## src/rtl/irq_pkg.sv

```systemverilog
// Package: shared types and field positions for the interrupt request controller.
// Assumes byte-wide control registers with the level in bits 2..0.
package irq_pkg;
    typedef logic [2:0] lvl_t;

    localparam int LVL_W   = 3;
    localparam int REQ_BIT = 3;
    localparam int POL_BIT = 4;
endpackage

```

## src/rtl/irq_edge_sync.sv

```systemverilog
// Module: brings one asynchronous pin into the clock domain with two flops,
// then emits a one-cycle pulse on the edge that the polarity input selects.
// Assumes the pin is low during reset (flops clear to 0).
module irq_edge_sync (
    input  logic clk,
    input  logic rst_n,
    input  logic pin,
    input  logic pol,
    output logic edge_o
);
    logic meta_q;
    logic sync_q;
    logic prev_q;

    // Purpose: two-stage synchronizer plus one history flop.
    always_ff @(posedge clk) begin
        if (!rst_n) begin
            meta_q <= 1'b0;
            sync_q <= 1'b0;
            prev_q <= 1'b0;
        end else begin
            meta_q <= pin;
            sync_q <= meta_q;
            prev_q <= sync_q;
        end
    end

    // Purpose: pick the rising or falling transition according to pol.
    always_comb begin
        if (pol) edge_o = sync_q & ~prev_q;
        else     edge_o = ~sync_q & prev_q;
    end
endmodule

```

## src/rtl/irq_ctl_reg.sv

```systemverilog
// Module: one source's control register.
// It holds the level, the request flag and, on external sources, the edge
// select. A hardware set beats a software clear or an acknowledge in the same
// cycle. Assumes wdata carries only bits 4..0 of the bus write.
module irq_ctl_reg
    import irq_pkg::*;
#(
    parameter bit IS_EXT = 1'b0
) (
    input  logic       clk,
    input  logic       rst_n,
    input  logic       sel_wr,
    input  logic [4:0] wdata,
    input  logic       hw_set,
    input  logic       ack_hit,
    output lvl_t       lvl_o,
    output logic       req_o,
    output logic       pol_o,
    output logic [7:0] rd_val
);
    lvl_t lvl_q;
    logic req_q;

    // Purpose: level field storage, written from bus bits 2..0.
    always_ff @(posedge clk) begin
        if (!rst_n)      lvl_q <= '0;
        else if (sel_wr) lvl_q <= wdata[LVL_W-1:0];
    end

    // Purpose: request flag; set by hardware, cleared by a 0 write or an ack.
    always_ff @(posedge clk) begin
        if (!rst_n)                               req_q <= 1'b0;
        else if (hw_set)                          req_q <= 1'b1;
        else if (ack_hit)                         req_q <= 1'b0;
        else if (sel_wr && !wdata[REQ_BIT])       req_q <= 1'b0;
    end

    generate
        if (IS_EXT) begin : g_ext
            logic pol_q;

            // Purpose: edge-select bit storage (1 = rising).
            always_ff @(posedge clk) begin
                if (!rst_n)      pol_q <= 1'b0;
                else if (sel_wr) pol_q <= wdata[POL_BIT];
            end

            assign pol_o  = pol_q;
            assign rd_val = {3'b000, pol_q, req_q, lvl_q};
        end else begin : g_int
            logic unused_pol;
            assign unused_pol = wdata[POL_BIT];
            assign pol_o      = 1'b0;
            assign rd_val     = {4'b0000, req_q, lvl_q};
        end
    endgenerate

    assign lvl_o = lvl_q;
    assign req_o = req_q;
endmodule

```

## src/rtl/irq_arbiter.sv

```systemverilog
// Module: combinational priority pick over all sources.
// The highest nonzero level among pending sources wins, and ties go to the
// lowest index. The result is index 0 and level 0 when nothing is eligible.
module irq_arbiter
    import irq_pkg::*;
#(
    parameter int N_SRC = 8,
    parameter int IDX_W = 3
) (
    input  logic [N_SRC-1:0] req_vec,
    input  lvl_t             lvl_vec [N_SRC],
    output logic [IDX_W-1:0] win_idx,
    output lvl_t             win_lvl
);
    // Purpose: linear scan; strict compare keeps the lowest index on ties.
    always_comb begin
        win_idx = '0;
        win_lvl = '0;
        for (int i = 0; i < N_SRC; i++) begin
            if (req_vec[i] && (lvl_vec[i] > win_lvl)) begin
                win_idx = IDX_W'(i);
                win_lvl = lvl_vec[i];
            end
        end
    end
endmodule

```

## src/rtl/irq_req_ctrl.sv

```systemverilog
// Module: top of the maskable interrupt request controller.
// It builds N_INT internal and N_EXT external control registers, a pin edge
// detector per external source, the priority pick and the final gate against
// gie and cpu_ipl. Assumes N_INT >= 1, N_EXT >= 1 and ADDR_W >= IDX_W.
module irq_req_ctrl
    import irq_pkg::*;
#(
    parameter int N_INT  = 6,
    parameter int N_EXT  = 2,
    parameter int ADDR_W = 4,
    localparam int N_SRC = N_INT + N_EXT,
    localparam int IDX_W = $clog2(N_SRC)
) (
    input  logic              clk,
    input  logic              rst_n,
    input  logic [ADDR_W-1:0] addr,
    input  logic [7:0]        wdata,
    input  logic              we,
    output logic [7:0]        rdata,
    input  logic [N_INT-1:0]  int_evt,
    input  logic [N_EXT-1:0]  ext_pin,
    input  logic              gie,
    input  logic [2:0]        cpu_ipl,
    input  logic              ack,
    input  logic [IDX_W-1:0]  ack_idx,
    output logic              irq,
    output logic [IDX_W-1:0]  irq_idx,
    output logic [2:0]        irq_lvl
);
    logic [N_SRC-1:0] req_vec;
    logic [N_SRC-1:0] hw_set_vec;
    logic [N_SRC-1:0] pol_vec;
    lvl_t             lvl_vec [N_SRC];
    logic [7:0]       rd_arr  [N_SRC];
    lvl_t             win_lvl;
    logic [IDX_W-1:0] win_idx;
    logic             unused_wr;

    assign unused_wr = ^wdata[7:5];

    genvar gi;
    generate
        for (gi = 0; gi < N_SRC; gi++) begin : g_src
            logic sel_wr;
            logic ack_hit;
            assign sel_wr  = we  && (addr    == ADDR_W'(gi));
            assign ack_hit = ack && (ack_idx == IDX_W'(gi));

            irq_ctl_reg #(.IS_EXT(gi >= N_INT)) u_reg (
                .clk     (clk),
                .rst_n   (rst_n),
                .sel_wr  (sel_wr),
                .wdata   (wdata[4:0]),
                .hw_set  (hw_set_vec[gi]),
                .ack_hit (ack_hit),
                .lvl_o   (lvl_vec[gi]),
                .req_o   (req_vec[gi]),
                .pol_o   (pol_vec[gi]),
                .rd_val  (rd_arr[gi])
            );

            if (gi < N_INT) begin : g_int_evt
                assign hw_set_vec[gi] = int_evt[gi];
            end else begin : g_pin
                irq_edge_sync u_edge (
                    .clk    (clk),
                    .rst_n  (rst_n),
                    .pin    (ext_pin[gi-N_INT]),
                    .pol    (pol_vec[gi]),
                    .edge_o (hw_set_vec[gi])
                );
            end
        end
    endgenerate

    // Purpose: read mux; unmapped addresses return zero.
    always_comb begin
        rdata = 8'h00;
        for (int i = 0; i < N_SRC; i++) begin
            if (addr == ADDR_W'(i)) rdata = rd_arr[i];
        end
    end

    irq_arbiter #(.N_SRC(N_SRC), .IDX_W(IDX_W)) u_arb (
        .req_vec (req_vec),
        .lvl_vec (lvl_vec),
        .win_idx (win_idx),
        .win_lvl (win_lvl)
    );

    // Purpose: final gate against global enable and processor level.
    always_comb begin
        irq     = gie && (win_lvl > cpu_ipl);
        irq_idx = win_idx;
        irq_lvl = win_lvl;
    end
endmodule

```

## config.mk

```make
export PLATFORM = sky130hd
export DESIGN_NAME = irq_req_ctrl
export DESIGN_NICKNAME = d
export VERILOG_FILES = /design/src/rtl/irq_pkg.sv /design/src/rtl/irq_edge_sync.sv /design/src/rtl/irq_ctl_reg.sv /design/src/rtl/irq_arbiter.sv /design/src/rtl/irq_req_ctrl.sv
export SDC_FILE = /design/constraint.sdc
export NUM_CORES = 1
export LEC_CHECK = 0
export ABC_AREA = 1
export BUFFER_PORTS_ARGS = -buffer_cell sky130_fd_sc_hd__buf_2
export CORE_ASPECT_RATIO = 1.4
export CORE_MARGIN = 2
export CORE_UTILIZATION = 55
export DETAILED_ROUTE_END_ITERATION = 6
export PLACE_DENSITY = 0.8
export SYNTH_ARGS = -nofsm -noshare
export SYNTH_HDL_FRONTEND = slang
export SYNTH_SLANG_ARGS = --single-unit
```

## constraint.sdc

```tcl
create_clock -name clk -period 17.33 [get_ports clk]
set_clock_uncertainty 0.1 [all_clocks]
set_input_delay 2.5995 -clock clk [delete_from_list [all_inputs] [get_ports clk]]
set_output_delay 2.5995 -clock clk [all_outputs]
set_load 0.05 [all_outputs]
```

== Word-level counts from Yosys, hierarchy flattened ==
Index checks and enable logic that the tools add are counted.

* Bitwise gates (word level): 8
* Mux-type cells: 49
* Reductions and logical operators: 44
* Magnitude comparators: 9
* Eq/ne operators: 14

{| class="wikitable"
|+ Operator list
! operator !! count
|-
| 8-bit two-way mux || 7
|-
| 3-bit two-way mux || 12
|-
| 1-bit logical AND || 33
|-
| 1-bit two-way mux || 27
|-
| 3-bit > comparator || 8
|-
| 3-bit nonzero test || 8
|-
| 4-bit by 3-bit == test with 1-bit output (second input constant) || 4
|-
| 3-bit == test (second input constant) || 4
|-
| 4-bit by 2-bit == test with 1-bit output (second input constant) || 2
|-
| 3-bit by 2-bit == test with 1-bit output (second input constant) || 2
|-
| 1-bit AND || 4
|-
| 4-bit by 1-bit == test with 1-bit output (second input constant) || 1
|-
| 4-bit logical NOT || 1
|-
| 2-bit two-way mux || 2
|-
| 4-bit two-way mux || 1
|-
| 1-bit inverter || 4
|-
| 3-bit by 1-bit == test with 1-bit output (second input constant) || 1
|-
| 3-bit by 1-bit > comparator with 1-bit output (second input constant) || 1
|-
| 3-bit logical NOT || 1
|-
| 1-bit logical NOT || 1
|}

* Output and inout port bits: 15
* Word-level logic and storage cells: 148
* Bits in registers: 40
* Input port bits: 31

== Longest topological paths before layout ==
* Depth in word-level cells: 26
* Gate-level depth with buffers: 58
* Gate-level depth less buffers: 58

== By module ==
A second synthesis with hierarchy kept.

* Cells, all modules: 606
* Area, all modules: 3839.9 um^2

{| class="wikitable"
|+ By module, submodules not included
! module !! area each (um^2) !! times used !! cells an instance !! seq. area each (um^2)
|-
| irq_ctl_reg (g_src[0].u_reg ...) || 227.7 || 6 || 32 || 80.1
|-
| irq_arbiter || 1002.2 || 1 || 158 || 0.0
|-
| irq_req_ctrl || 748.2 || 1 || 156 || 0.0
|-
| irq_ctl_reg (g_src[6].u_reg ...) || 249.0 || 2 || 35 || 100.1
|-
| irq_edge_sync || 112.6 || 2 || 15 || 60.1
|}

== Least setup slack after synthesis ==
Ideal clock, no wire load.

* Kind: register to output
* From: register g_src[0].u_reg.req_q
* To: output port irq
* Cell stages (with the launch flop): 52
* Setup slack: 5429 ps
* Required time: 14630 ps
* Buffers on the path: 0
* Arrival time: 9202 ps
* Cell sequence: dfxtp_1 > inv_1 > a211oi_1 > ha_1 > nand3_1 > nand2_1 > inv_2 > nand2_4 > o21ai_0 > ha_1 > o21ai_0 > nand3_2 > nand3_4 > nand2_2 > o21ai_0 > ha_1 > or2_2 > o22ai_1 > (+16 left out) > o21ai_2 > ha_1 > or2_2 > o22ai_1 > inv_1 > nand2_4 > nand2_4 > nand2_2 > nand2_1 > ha_1 > nand2_1 > o21ai_0 > nand3_1 > inv_1 > o21ai_0 > ha_1 > nand3_1 > and3_1

* Cells in the longest elaborated chain, start to end: 25

{| class="wikitable"
|+ RTL lines
! item !! RTL line !! source
|-
| start, declared || irq_ctl_reg.sv:22 || <nowiki>logic req_q;</nowiki>
|-
| start signal, assigned || irq_ctl_reg.sv:32 || <nowiki>if (!rst_n) req_q <= 1'b0;</nowiki>
|-
| start signal, assigned || irq_ctl_reg.sv:33 || <nowiki>else if (hw_set) req_q <= 1'b1;</nowiki>
|-
| start signal, assigned || irq_ctl_reg.sv:34 || <nowiki>else if (ack_hit) req_q <= 1'b0;</nowiki>
|-
| 1-bit logical AND * || irq_arbiter.sv:20 || <nowiki>if (req_vec[i] && (lvl_vec[i] > win_lvl)) begin</nowiki>
|-
| 3-bit two-way mux * || irq_arbiter.sv:20 ||
|-
| 3-bit > comparator || irq_arbiter.sv:20 ||
|-
| 1-bit logical AND || irq_arbiter.sv:20 ||
|-
| 3-bit two-way mux * || irq_arbiter.sv:20 ||
|-
| 3-bit > comparator || irq_arbiter.sv:20 ||
|-
| 1-bit logical AND || irq_arbiter.sv:20 ||
|-
| 3-bit two-way mux * || irq_arbiter.sv:20 ||
|-
| (+10 left out) || -- ||
|-
| 1-bit logical AND || irq_arbiter.sv:20 ||
|-
| 3-bit two-way mux * || irq_arbiter.sv:20 ||
|-
| 3-bit > comparator || irq_arbiter.sv:20 ||
|-
| 1-bit logical AND || irq_arbiter.sv:20 ||
|-
| 3-bit two-way mux * || irq_arbiter.sv:20 ||
|-
| via irq_lvl[2] || irq_req_ctrl.sv:28 || <nowiki>output logic [2:0] irq_lvl</nowiki>
|-
| 3-bit > comparator * || irq_req_ctrl.sv:93 || <nowiki>irq = gie && (win_lvl > cpu_ipl);</nowiki>
|-
| 1-bit logical AND * || irq_req_ctrl.sv:93 ||
|-
| end, declared || irq_req_ctrl.sv:26 || <nowiki>output logic irq,</nowiki>
|}

The timed path passes the listed nets; every way through them passes the cells marked *.

== Final worst setup path ==
* From: register g_src[0].u_reg.req_q
* To: output port irq

* Cells in the longest elaborated chain, start to end: 25

{| class="wikitable"
|+ RTL lines
! item !! RTL line
|-
| 1-bit logical AND * || irq_arbiter.sv:20
|-
| 3-bit two-way mux * || irq_arbiter.sv:20
|-
| 3-bit > comparator || irq_arbiter.sv:20
|-
| 1-bit logical AND || irq_arbiter.sv:20
|-
| 3-bit two-way mux * || irq_arbiter.sv:20
|-
| 3-bit > comparator || irq_arbiter.sv:20
|-
| 1-bit logical AND || irq_arbiter.sv:20
|-
| 3-bit two-way mux * || irq_arbiter.sv:20
|-
| (+9 left out) || --
|-
| 3-bit > comparator || irq_arbiter.sv:20
|-
| 1-bit logical AND || irq_arbiter.sv:20
|-
| 3-bit two-way mux * || irq_arbiter.sv:20
|-
| 3-bit > comparator || irq_arbiter.sv:20
|-
| 1-bit logical AND || irq_arbiter.sv:20
|-
| 3-bit two-way mux * || irq_arbiter.sv:20
|-
| 3-bit > comparator * || irq_req_ctrl.sv:93
|-
| 1-bit logical AND * || irq_req_ctrl.sv:93
|}

Every way passes the cells marked *; elsewhere a longest branch is shown, timed or not.

==> impl_metrics.py <==
metrics = {
    "logic_synthesis": {
        "synth_cell_types": 35,
        "synth_area_sq_um": 2750,
        "synthCells": 405,
        "yosysSeqAreaShare": 0.292,
        "avgSynthCellArea_sq_um": 6.78,
        "synth_seq_cells": 40,
        "synth-warning-count": 0,
    },
    "clock_tree": {
        "cts_max_level": 2,
        "cts_buffers": 5,
        "clockBufferDepth": 2,
        "cts_hold_buf": 0,
        "cts_tree": "built",
        "worstSkewPairLatency_ns": 0.30,
        "cts_setup_buffers": 0,
        "clkTransAtPathRegs_ns": 0.08,
        "cts_sinks": 40,
        "cts_resized": 0,
        "clockRootBuffer": "clkbuf_8",
    },
    "critical_path": {
        "reg2reg_from": "g_src[3].u_reg.req_o$_SDFFE_PN0P_",
        "cp.required_ns": 14.63,
        "start_kind": "register",
        "crit_type": "register to primary output",
        "reg2reg_setup_slack_ns": 16.31,
        "endpoint_kind": "primary output",
        "arrival_ns": 9.51,
        "crit_fanout": 7,
        "critPathSlowestCell": "a211oi_1",
        "critPathLaunch": "g_src[0].u_reg.req_o$_SDFFE_PN0P_",
        "critPathMaxStageDelay_ns": 0.45,
    },
    "place": {
        "gp_congestion": 0.916,
        "dpl-instance-area_sq_um": 2990,
        "placed_cells": 504,
        "place_hpwl_microns": 5430,
        "io_buffers": 39,
    },
    "sta": {
        "fmax_mhz": 81.9,
        "hold_violations": 0,
        "fin_tns_setup_ns": 0,
        "rsz0062_at_grt": "no",
        "period_minus_slack_ns": 12.20,
        "maxSlewViolCount": 0,
        "setup_violations": 0,
        "hold-worst-slack_ns": 0.315,
        "finalCritPeriodShare": 0.704,
    },
    "drt": {
        "routed_wl_microns": 6810,
        "vias": 2744,
        "drtIter0Drc": 111,
        "routedWlPerCell_microns": 13.3,
        "drc": 0,
        "postRouteAntennaNets": 0,
        "drtPass1Iterations": 4,
        "vias_per_cell": 5.36,
    },
    "global_route": {
        "grt-ovfl-total": 0,
        "grt_max_degree": 34,
        "grt_usage": 0.255,
        "antenna_found_initial": 0,
        "grt_pass1_vias": 2561,
        "grt_pass1_wl_microns": 11100,
    },
    "final_layout": {
        "stdcell_area_sq_um": 3120,
        "diodes": 0,
        "synthToLayoutAreaGrowth_pct": 13.5,
        "final_nets": 492,
        "fin_cells": 512,
        "drive_gt1_frac": 0.190,
    },
    "power_and_ir_drop": {
        "vdd_drop_max_mv": 0.0738,
        "p_leak_uw": 0.00154,
        "pwr_density_cell_nw_per_um2": 68.6,
        "power_uw": 214,
    },
    "floorplanning": {
        "die_h_microns": 87.6,
        "core_area_sq_um": 4840,
        "dieArea_sq_um": 5580,
        "rows": 30,
        "die_w_microns": 63.7,
        "initial_core_util": 0.567,
        "ios": 46,
    },
    "job": {
        "max-cap-violations": 0,
    },
    "min_path": {
        "hold_path.startpoint": "g_src[6].g_pin.u_edge.meta_q$_SDFF_PN0_",
        "hp-class": "register to register",
    },
    "outcome": {
        "status": "finished, final reports clean",
    },
}
## state kept, by name, summed over array words and instances, names as in the netlist
| name | count |
|---|---|
| g_src.g_pin.u_edge.meta_q | 2 |
| g_src.g_pin.u_edge.prev_q | 2 |
| g_src.g_pin.u_edge.sync_q | 2 |
| g_src.u_reg.lvl_o | 24 |
| g_src.u_reg.pol_o | 2 |
| g_src.u_reg.req_o | 8 |
## final timing paths
path                                                                end  cells past startpoint
worst max-delay path                                                irq                     53
worst min-delay path            g_src[6].g_pin.u_edge.sync_q$_SDFF_PN0_                      2
worst max register to register        g_src[3].u_reg.req_o$_SDFFE_PN0P_                      4
worst min register to register  g_src[6].g_pin.u_edge.sync_q$_SDFF_PN0_                      2
## critical path: cells and delay by family (launching register included)
| family | cells | cell delay (ns) |
|---|---|---|
| AOI/OAI and AO/OA | 14 | 2.85 |
| buffers and inverters | 7 | 0.84 |
| DFF | 1 | 0.37 |
| and+or+nand+nor | 24 | 2.79 |
| adders and majority gates | 8 | 2.36 |
## synth_stat cells, drive strengths merged
cell type / number / area share
a21oi: 50 / 0.097
nand2: 83 / 0.15
nor2: 21 / 0.029
o22ai: 6 / 0.014
buf: 3 / 0.0082
ha: 14 / 0.064
inv: 81 / 0.11
conb: 1 / 0.0014
nand4: 1 / 0.0023
a211oi: 1 / 0.0027
clkinv: 1 / 0.0018
a221oi: 2 / 0.0064
and2: 1 / 0.0027
a21boi: 1 / 0.0027
and3: 1 / 0.0023
nand3: 33 / 0.079
or2: 3 / 0.0068
o2111ai: 2 / 0.0064
o211ai: 3 / 0.010
clkbuf: 3 / 0.0041
dfxtp: 40 / 0.29
nor3: 2 / 0.0036
o221ai: 4 / 0.013
a31oi: 5 / 0.011
o21ai: 43 / 0.080
## cells in the final DEF, fill, tap and decap left out, drive strengths merged, types with 2 or more instances in the layout
cell,netlist,layout
a31oi,5,5
clkinv,1,2
nand3,33,33
o22ai,6,6
nor2,21,21
nor3,2,2
dfxtp,40,40
o2111ai,2,2
buf,3,39
nand2,83,83
a221oi,2,2
or2,3,3
inv,81,81
ha,14,14
o21ai,43,43
clkbuf,3,6
o221ai,4,4
conb,1,3
o211ai,3,3
a21oi,50,50
## area by class of cell
cell class / instances / area [sq um]
Clock buffer: 6 / 82.6
Clock inverter: 2 / 38.8
Fill cell: 459 / 1730
Inverter: 82 / 309
Multi-Input combinational cell: 279 / 1610
Sequential cell: 40 / 801
Tap cell: 64 / 80.1
Timing Repair Buffer: 39 / 195
## layer usage
| layer | global-route usage | vias to the layer above | part of all wire |
|---|---|---|---|
| met4 | 0.142 | 0 | 0.039 |
| li1 | - | 1423 | - |
| met1 | 0.273 | 1231 | 0.41 |
| met2 | 0.475 | 69 | 0.52 |
| met5 | 0 | - | 0 |
| met3 | 0.0398 | 21 | 0.032 |
## cell families (layout without fill, tap and decap cells)
kind of cell	Yosys count	in the layout	synth area share
fa+ha+maj	14	14	0.0638
compound gates	117	117	0.242
simple gates	145	145	0.276
buf+inv	88	129	0.125
other cells	1	3	0.00137
flops	40	40	0.292
## report_power, final
part           switching [uW]  internal (uW)  total [uW]
clock network            33.7           47.1        80.8
registers                2.15           95.0        97.1
logic                    24.8           11.0        35.9
total                    60.7            153         214
## through the flow
stage / util / setup slack (ns)
floorplan: - / 5.43
global placement: 0.618 / 5.63
detailed placement: 0.618 / 5.41
CTS: 0.643 / 5.06
global route: 0.643 / 4.25
finish: 0.643 / 5.13
Note: power is estimated with default switching activity, not from simulation.
